**src/rtl/pwm_pair_pkg.sv**
```systemverilog
package pwm_pair_pkg;
  localparam int unsigned PAIR_N  = 2;
  localparam int unsigned MAX_EXP = 8;
  localparam int unsigned EXP_W   = 4;

  typedef enum logic {
    SRC_OSC = 1'b0,
    SRC_BUS = 1'b1
  } src_e;

  typedef struct packed {
    src_e             src;
    logic [EXP_W-1:0] exp;
  } shr_cfg_t;
endpackage

```
**src/rtl/pwm_shared_cfg.sv**
```systemverilog
module pwm_shared_cfg
  import pwm_pair_pkg::*;
#(
  parameter int unsigned CH_N = PAIR_N
) (
  input  logic                    clk,
  input  logic                    rst,
  input  logic [CH_N-1:0]         en_q,
  input  logic                    wr,
  input  logic [$clog2(CH_N)-1:0] wr_ch,
  input  logic                    src_in,
  input  logic [EXP_W-1:0]        exp_in,
  input  logic                    clr,
  output shr_cfg_t                cfg_q,
  output logic                    accept,
  output logic                    conflict_q
);
  logic [CH_N-1:0]  writer_bit;
  logic [EXP_W-1:0] exp_sat;
  logic             refused;

  assign writer_bit = CH_N'(1) << wr_ch;
  // only an idle pair or a lone writer may change the shared clock
  assign accept  = wr && ((en_q == '0) || (en_q == writer_bit));
  assign refused = wr && !accept;
  assign exp_sat = (exp_in > EXP_W'(MAX_EXP)) ? EXP_W'(MAX_EXP) : exp_in;

  always_ff @(posedge clk) begin
    if (rst) begin
      cfg_q      <= '{src: SRC_OSC, exp: '0};
      conflict_q <= 1'b0;
    end else begin
      if (accept) begin
        cfg_q <= '{src: src_e'(src_in), exp: exp_sat};
      end
      if (refused) begin
        conflict_q <= 1'b1;
      end else if (clr) begin
        conflict_q <= 1'b0;
      end
    end
  end
endmodule

```
**src/rtl/pwm_pow2_div.sv**
```systemverilog
module pwm_pow2_div
  import pwm_pair_pkg::*;
#(
  parameter int unsigned CNT_W = MAX_EXP
) (
  input  logic             clk,
  input  logic             rst,
  input  logic             restart,
  input  logic             stb,
  input  logic [EXP_W-1:0] exp,
  output logic             tick
);
  logic [CNT_W-1:0] cnt_q;
  logic [CNT_W:0]   span;
  logic [CNT_W:0]   span_m1;
  logic [CNT_W-1:0] mask;

  assign span    = (CNT_W+1)'(1) << exp;
  assign span_m1 = span - 1'b1;
  assign mask    = span_m1[CNT_W-1:0];
  // the low M bits all ones marks the last strobe of a group of 2^M
  assign tick    = stb && ((cnt_q & mask) == mask);

  always_ff @(posedge clk) begin
    if (rst || restart) begin
      cnt_q <= '0;
    end else if (stb) begin
      cnt_q <= cnt_q + 1'b1;
    end
  end
endmodule

```
**src/rtl/pwm_chan.sv**
```systemverilog
module pwm_chan #(
  parameter int unsigned PRE_W = 8,
  parameter int unsigned CNT_W = 16
) (
  input  logic             clk,
  input  logic             rst,
  input  logic             en_q,
  input  logic             tick,
  input  logic [PRE_W-1:0] pre,
  input  logic [CNT_W-1:0] period,
  input  logic [CNT_W-1:0] duty,
  output logic             pwm
);
  logic [PRE_W-1:0] pc_q;
  logic [CNT_W-1:0] cnt_q;
  logic [CNT_W-1:0] per_q;
  logic [CNT_W-1:0] duty_q;
  logic             step;
  logic             at_wrap;

  assign step    = tick && (pc_q >= pre);
  assign at_wrap = (per_q <= CNT_W'(1)) || (cnt_q >= (per_q - 1'b1));

  always_ff @(posedge clk) begin
    if (rst || !en_q) begin
      pc_q   <= '0;
      cnt_q  <= '0;
      per_q  <= period;
      duty_q <= duty;
    end else begin
      if (tick) begin
        pc_q <= step ? '0 : pc_q + 1'b1;
      end
      if (step) begin
        if (at_wrap) begin
          cnt_q  <= '0;
          per_q  <= period;
          duty_q <= duty;
        end else begin
          cnt_q <= cnt_q + 1'b1;
        end
      end
    end
  end

  assign pwm = en_q && (cnt_q < duty_q);
endmodule

```
**src/rtl/pwm_pair_prescaler.sv**
```systemverilog
module pwm_pair_prescaler
  import pwm_pair_pkg::*;
#(
  parameter int unsigned PRE_W = 8,
  parameter int unsigned CNT_W = 16
) (
  input  logic                         clk,
  input  logic                         rst,
  input  logic                         osc_stb,
  input  logic                         bus_stb,
  input  logic                         shr_wr,
  input  logic [$clog2(PAIR_N)-1:0]    shr_wr_ch,
  input  logic                         shr_src,
  input  logic [EXP_W-1:0]             shr_div,
  input  logic [PAIR_N-1:0]            ch_en,
  input  logic [PAIR_N-1:0][PRE_W-1:0] ch_pre,
  input  logic [PAIR_N-1:0][CNT_W-1:0] ch_period,
  input  logic [PAIR_N-1:0][CNT_W-1:0] ch_duty,
  input  logic                         conflict_clr,
  output logic [PAIR_N-1:0]            pwm,
  output logic                         shr_locked,
  output logic                         conflict
);
  localparam int unsigned CH_N = PAIR_N;

  logic [CH_N-1:0] en_q;
  shr_cfg_t        cfg;
  logic            accept;
  logic            src_stb;
  logic            div_restart;
  logic            div_tick;

  always_ff @(posedge clk) begin
    if (rst) begin
      en_q <= '0;
    end else begin
      en_q <= ch_en;
    end
  end

  pwm_shared_cfg #(.CH_N(CH_N)) u_cfg (
    .clk        (clk),
    .rst        (rst),
    .en_q       (en_q),
    .wr         (shr_wr),
    .wr_ch      (shr_wr_ch),
    .src_in     (shr_src),
    .exp_in     (shr_div),
    .clr        (conflict_clr),
    .cfg_q      (cfg),
    .accept     (accept),
    .conflict_q (conflict)
  );

  assign src_stb     = (cfg.src == SRC_BUS) ? bus_stb : osc_stb;
  assign div_restart = (en_q == '0) || accept;

  pwm_pow2_div #(.CNT_W(MAX_EXP)) u_div (
    .clk     (clk),
    .rst     (rst),
    .restart (div_restart),
    .stb     (src_stb),
    .exp     (cfg.exp),
    .tick    (div_tick)
  );

  for (genvar c = 0; c < CH_N; c++) begin : g_ch
    pwm_chan #(.PRE_W(PRE_W), .CNT_W(CNT_W)) u_ch (
      .clk    (clk),
      .rst    (rst),
      .en_q   (en_q[c]),
      .tick   (div_tick),
      .pre    (ch_pre[c]),
      .period (ch_period[c]),
      .duty   (ch_duty[c]),
      .pwm    (pwm[c])
    );
  end

  assign shr_locked = |en_q;
endmodule

```
**config.mk**
```make
export PLATFORM = sky130hd
export DESIGN_NAME = pwm_pair_prescaler
export DESIGN_NICKNAME = d
export VERILOG_FILES = /design/src/rtl/pwm_pair_pkg.sv /design/src/rtl/pwm_shared_cfg.sv /design/src/rtl/pwm_pow2_div.sv /design/src/rtl/pwm_chan.sv /design/src/rtl/pwm_pair_prescaler.sv
export SDC_FILE = /design/constraint.sdc
export NUM_CORES = 1
export LEC_CHECK = 0
export BUFFER_PORTS_ARGS = -buffer_cell sky130_fd_sc_hd__buf_2
export CAP_MARGIN = 15
export CORE_ASPECT_RATIO = 1.75
export CORE_UTILIZATION = 62
export DETAILED_ROUTE_END_ITERATION = 7
export PLACE_DENSITY = 0.91
export SYNTH_ARGS = -nofsm -noshare
export SYNTH_HDL_FRONTEND = slang
export SYNTH_SLANG_ARGS = --single-unit
```
**constraint.sdc**
```tcl
create_clock -name clk -period 5.8 [get_ports clk]
set_input_delay 0.29 -clock clk [delete_from_list [all_inputs] [get_ports clk]]
set_output_delay 0.29 -clock clk [all_outputs]
set_load 0.01 [all_outputs]
```
==> impl_metrics.json <==
{
  "status": "finished with violations",
  "violations": "DRC",
  "period_minus_slack_ns": 3.90,
  "synthDistinctLibCells": 58,
  "setup_tns_ns": 0,
  "viasPerCell": 5.85,
  "dieHeight_um": 146,
  "synth-simple-area-share_pct": 18.9,
  "drive_gt1_share_pct": 16.7,
  "ys.flop_type": "edfxtp_1",
  "synthAdderAreaFrac_pct": 15.0,
  "yosys.area.top_type": "edfxtp_1",
  "post_cts_buffers": 0,
  "startpoint": "u_cfg.cfg_q[0]$_SDFFE_PP0P_",
  "max_cap_viol_count": 0,
  "end_kind": "flip-flop",
  "grt_remaining_overflow": 0,
  "ys_warn_count": 0,
  "clockBufferDepth": 2,
  "syn-cell-area_mm2": 0.00732,
  "ctsResizeCount": 0,
  "grt_max_degree": 49,
  "power.leakage_nw": 3.63,
  "first_pass_iters": 7,
  "dp_hpwl_mm": 11.3,
  "slew_violations": 0,
  "crit_arrival_ns": 3.94,
  "h-tree-depth": 4,
  "clk-insertion-delay-late_ns": 0.42,
  "fin_total_pwr_mw": 2.27,
  "cts.clk_slew.worst_paths_ns": 0.06,
  "pre_cts_ws_ns": 1.95,
  "ctsRootBufferMaster": "clkbuf_16",
  "slowest_stage": "o31a_2",
  "seq_area_frac_synth_pct": 43.7,
  "fin_util_pct": 73.8,
  "cp_slowest_stage_delay_ns": 0.88,
  "synthMuxAreaShare_pct": 1.25,
  "synthCells": 735,
  "wirelength_mm": 15.7,
  "holdWs_ns": 0.0372,
  "synth-seq-cells": 128,
  "nets": 1017,
  "ctsHoldBuffers": 0,
  "fin_crit_sh_pct": 67.3,
  "area_growth_pct": 16.0,
  "worst_slew_pin_slew_ns": 1.10,
  "synth.avg_cell_area_um2": 9.96,
  "grt_usage_pct": 26.5,
  "vias": 5754,
  "worstPathMaxFanout": 48,
  "timing.rr.start": "u_cfg.cfg_q[0]$_SDFFE_PP0P_",
  "min_from": "ch_period[17]",
  "grt_pass1_vias": 5879,
  "core.rowCount": 52,
  "routedWlPerCell_um": 16.0,
  "cts_made_buffers": 17,
  "drt_iter0_drc": 379,
  "place_congestion": 0.861,
  "grt_pass1_wl_mm": 25.6,
  "port-buffer-count": 97,
  "clock_skew_ns": 0.0117,
  "path_delay_family": "simple AND/OR/NAND/NOR gates",
  "synth_edf_count": 64,
  "initial_core_util_pct": 63.6,
  "startpoint_type": "flip-flop",
  "setup_ws_ns": 1.90,
  "hold_viol": 0,
  "required_ns": 5.83,
  "core_mm2": 0.0115,
  "nFillCells": 776,
  "synth_fp_nets": 917,
  "setup_viol": 0,
  "die_x_um": 84.2,
  "crit_type": "reg -> reg",
  "clock_sinks": 128,
  "dieArea_mm2": 0.0123,
  "path_buf_inv": 0,
  "antenna_cells": 0,
  "synthTopCellsByArea": "edfxtp_1, dfxtp_1, ha_1",
  "ant_nets": 0,
  "antenna_found_initial": 0,
  "drc_errors": 8,
  "timing.slew.headroom_pct": 26.5,
  "cts_tree": "done",
  "fmax_mhz": 256,
  "rsz0062_at_grt": "no",
  "power_density_mw_per_mm2": 267,
  "peakVddDrop_v": 0.000245,
  "synth_xor_area_share_pct": 8.37,
  "cp_cell_sequence": "or4_4, ha_1, nor2_1, a2111oi_4, nand4_1, or3_1, nand2_4, o31a_2",
  "synth-compound-area-share_pct": 8.24,
  "io_pins": 98,
  "async_flop_share_pct": 0,
  "synth_top_family_by_area": "simple AND/OR/NAND/NOR gates",
  "hp-class": "in -> reg",
  "synth_top_cell_area_share_pct": 26.2
}
## layout by cell type, fill, tap and decap left out, types with 4 or more instances in the layout
cell and count:
a21o_1 10, a21oi_1 34, a31oi_1 5, and3_1 11, buf_2 97, clkbuf_16 17, clkinv_2 4, clkinv_4 4
dfxtp_1 64, edfxtp_1 64, ha_1 88, inv_1 63, mux2i_1 8, nand2_1 37, nand2b_1 11, nand3_1 19
nand3b_1 4, nand4_1 27, nor2_1 82, nor2b_1 9, nor3_1 26, nor3b_1 7, nor4_1 10, o21ai_0 20
or3_1 5, xnor2_1 44, xor2_1 26
## worst reg2reg max path, delay by kind of cell (launching register included)
family	cells	cell delay, ns
adder cells (fa/ha/maj)	1	0.30
AO/OA/AOI/OAI	2	1.20
AND/OR/NAND/NOR	5	1.64
flip-flops	1	0.36
## metal layers
| layer | wire, um | up-vias | GRT usage [%] |
|---|---|---|---|
| met5 | 0 | - | 0 |
| met1 | 5560 | 2689 | 25.7 |
| met4 | 738 | 0 | 15.3 |
| met3 | 755 | 61 | 5.16 |
| li1 | - | 2812 | - |
| met2 | 8620 | 192 | 50.7 |
## final cells by class
type                            instances  area [um2]  share of cell area, %
Clock buffer                           18         429                   5.05
Clock inverter                         14         168                   1.97
Inverter                               63         236                   2.78
Multi-Input combinational cell        527        3800                   44.7
Sequential cell                       128        3200                   37.7
Tap cell                              135         169                   1.99
Timing Repair Buffer                   98         493                   5.80
## per-stage QoR
| stage | cells | cell area [um2] |
|---|---|---|
| finish | 983 | 8500 |
| global placement | 951 | 7900 |
| detailed placement | 951 | 7900 |
| CTS | 983 | 8500 |
| global route | 983 | 8500 |
| floorplan | 735 | 7320 |
## cell usage after synthesis, drive strengths merged (11+ instances only)
cell type,count
ha,88
inv,63
o21ai,20
xor2,26
xnor2,44
nor3,26
and3,11
nor2,83
dfxtp,64
nand3,19
nand4,27
edfxtp,64
nor4,12
a21oi,34
nand2,38
nand2b,11
## state kept, by name (all words and copies together) (netlist names)
signal / cells
g_ch.u_ch.cnt_q: 32
g_ch.u_ch.per_q: 32
g_ch.u_ch.pc_q: 16
g_ch.u_ch.duty_q: 32
u_cfg.conflict_q: 1
u_div.cnt_q: 8
en_q: 2
u_cfg.cfg_q: 5
## power breakdown
part	internal, mW	leakage (nW)	switching (mW)
clock	0.673	0.286	0.396
combinational	0.0810	2.18	0.102
sequential	0.995	1.17	0.0254
## path summary, 6_finish.rpt
path | end | slack [ns] | cells past startpoint
hold / removal | g_ch[1].u_ch.per_q[1]$_DFFE_PP_ | 0.04 | 1
setup reg to reg | g_ch[0].u_ch.duty_q[0]$_DFFE_PP_ | 1.90 | 8
hold reg to reg | u_cfg.conflict_q$_SDFFE_PP0P_ | 0.51 | 2
setup / recovery | g_ch[0].u_ch.duty_q[0]$_DFFE_PP_ | 1.90 | 8
## cell families (layout without fill, tap and decap cells)
logic type / count (synthesis) / count (layout)
buffers and inverters: 80 / 193
multiplexers: 9 / 9
flip-flops: 128 / 128
AO/OA/AOI/OAI: 93 / 93
adder cells (fa/ha/maj): 88 / 88
AND/OR/NAND/NOR: 267 / 267
XOR/XNOR: 70 / 70
Power figures use the tool's default switching activity.
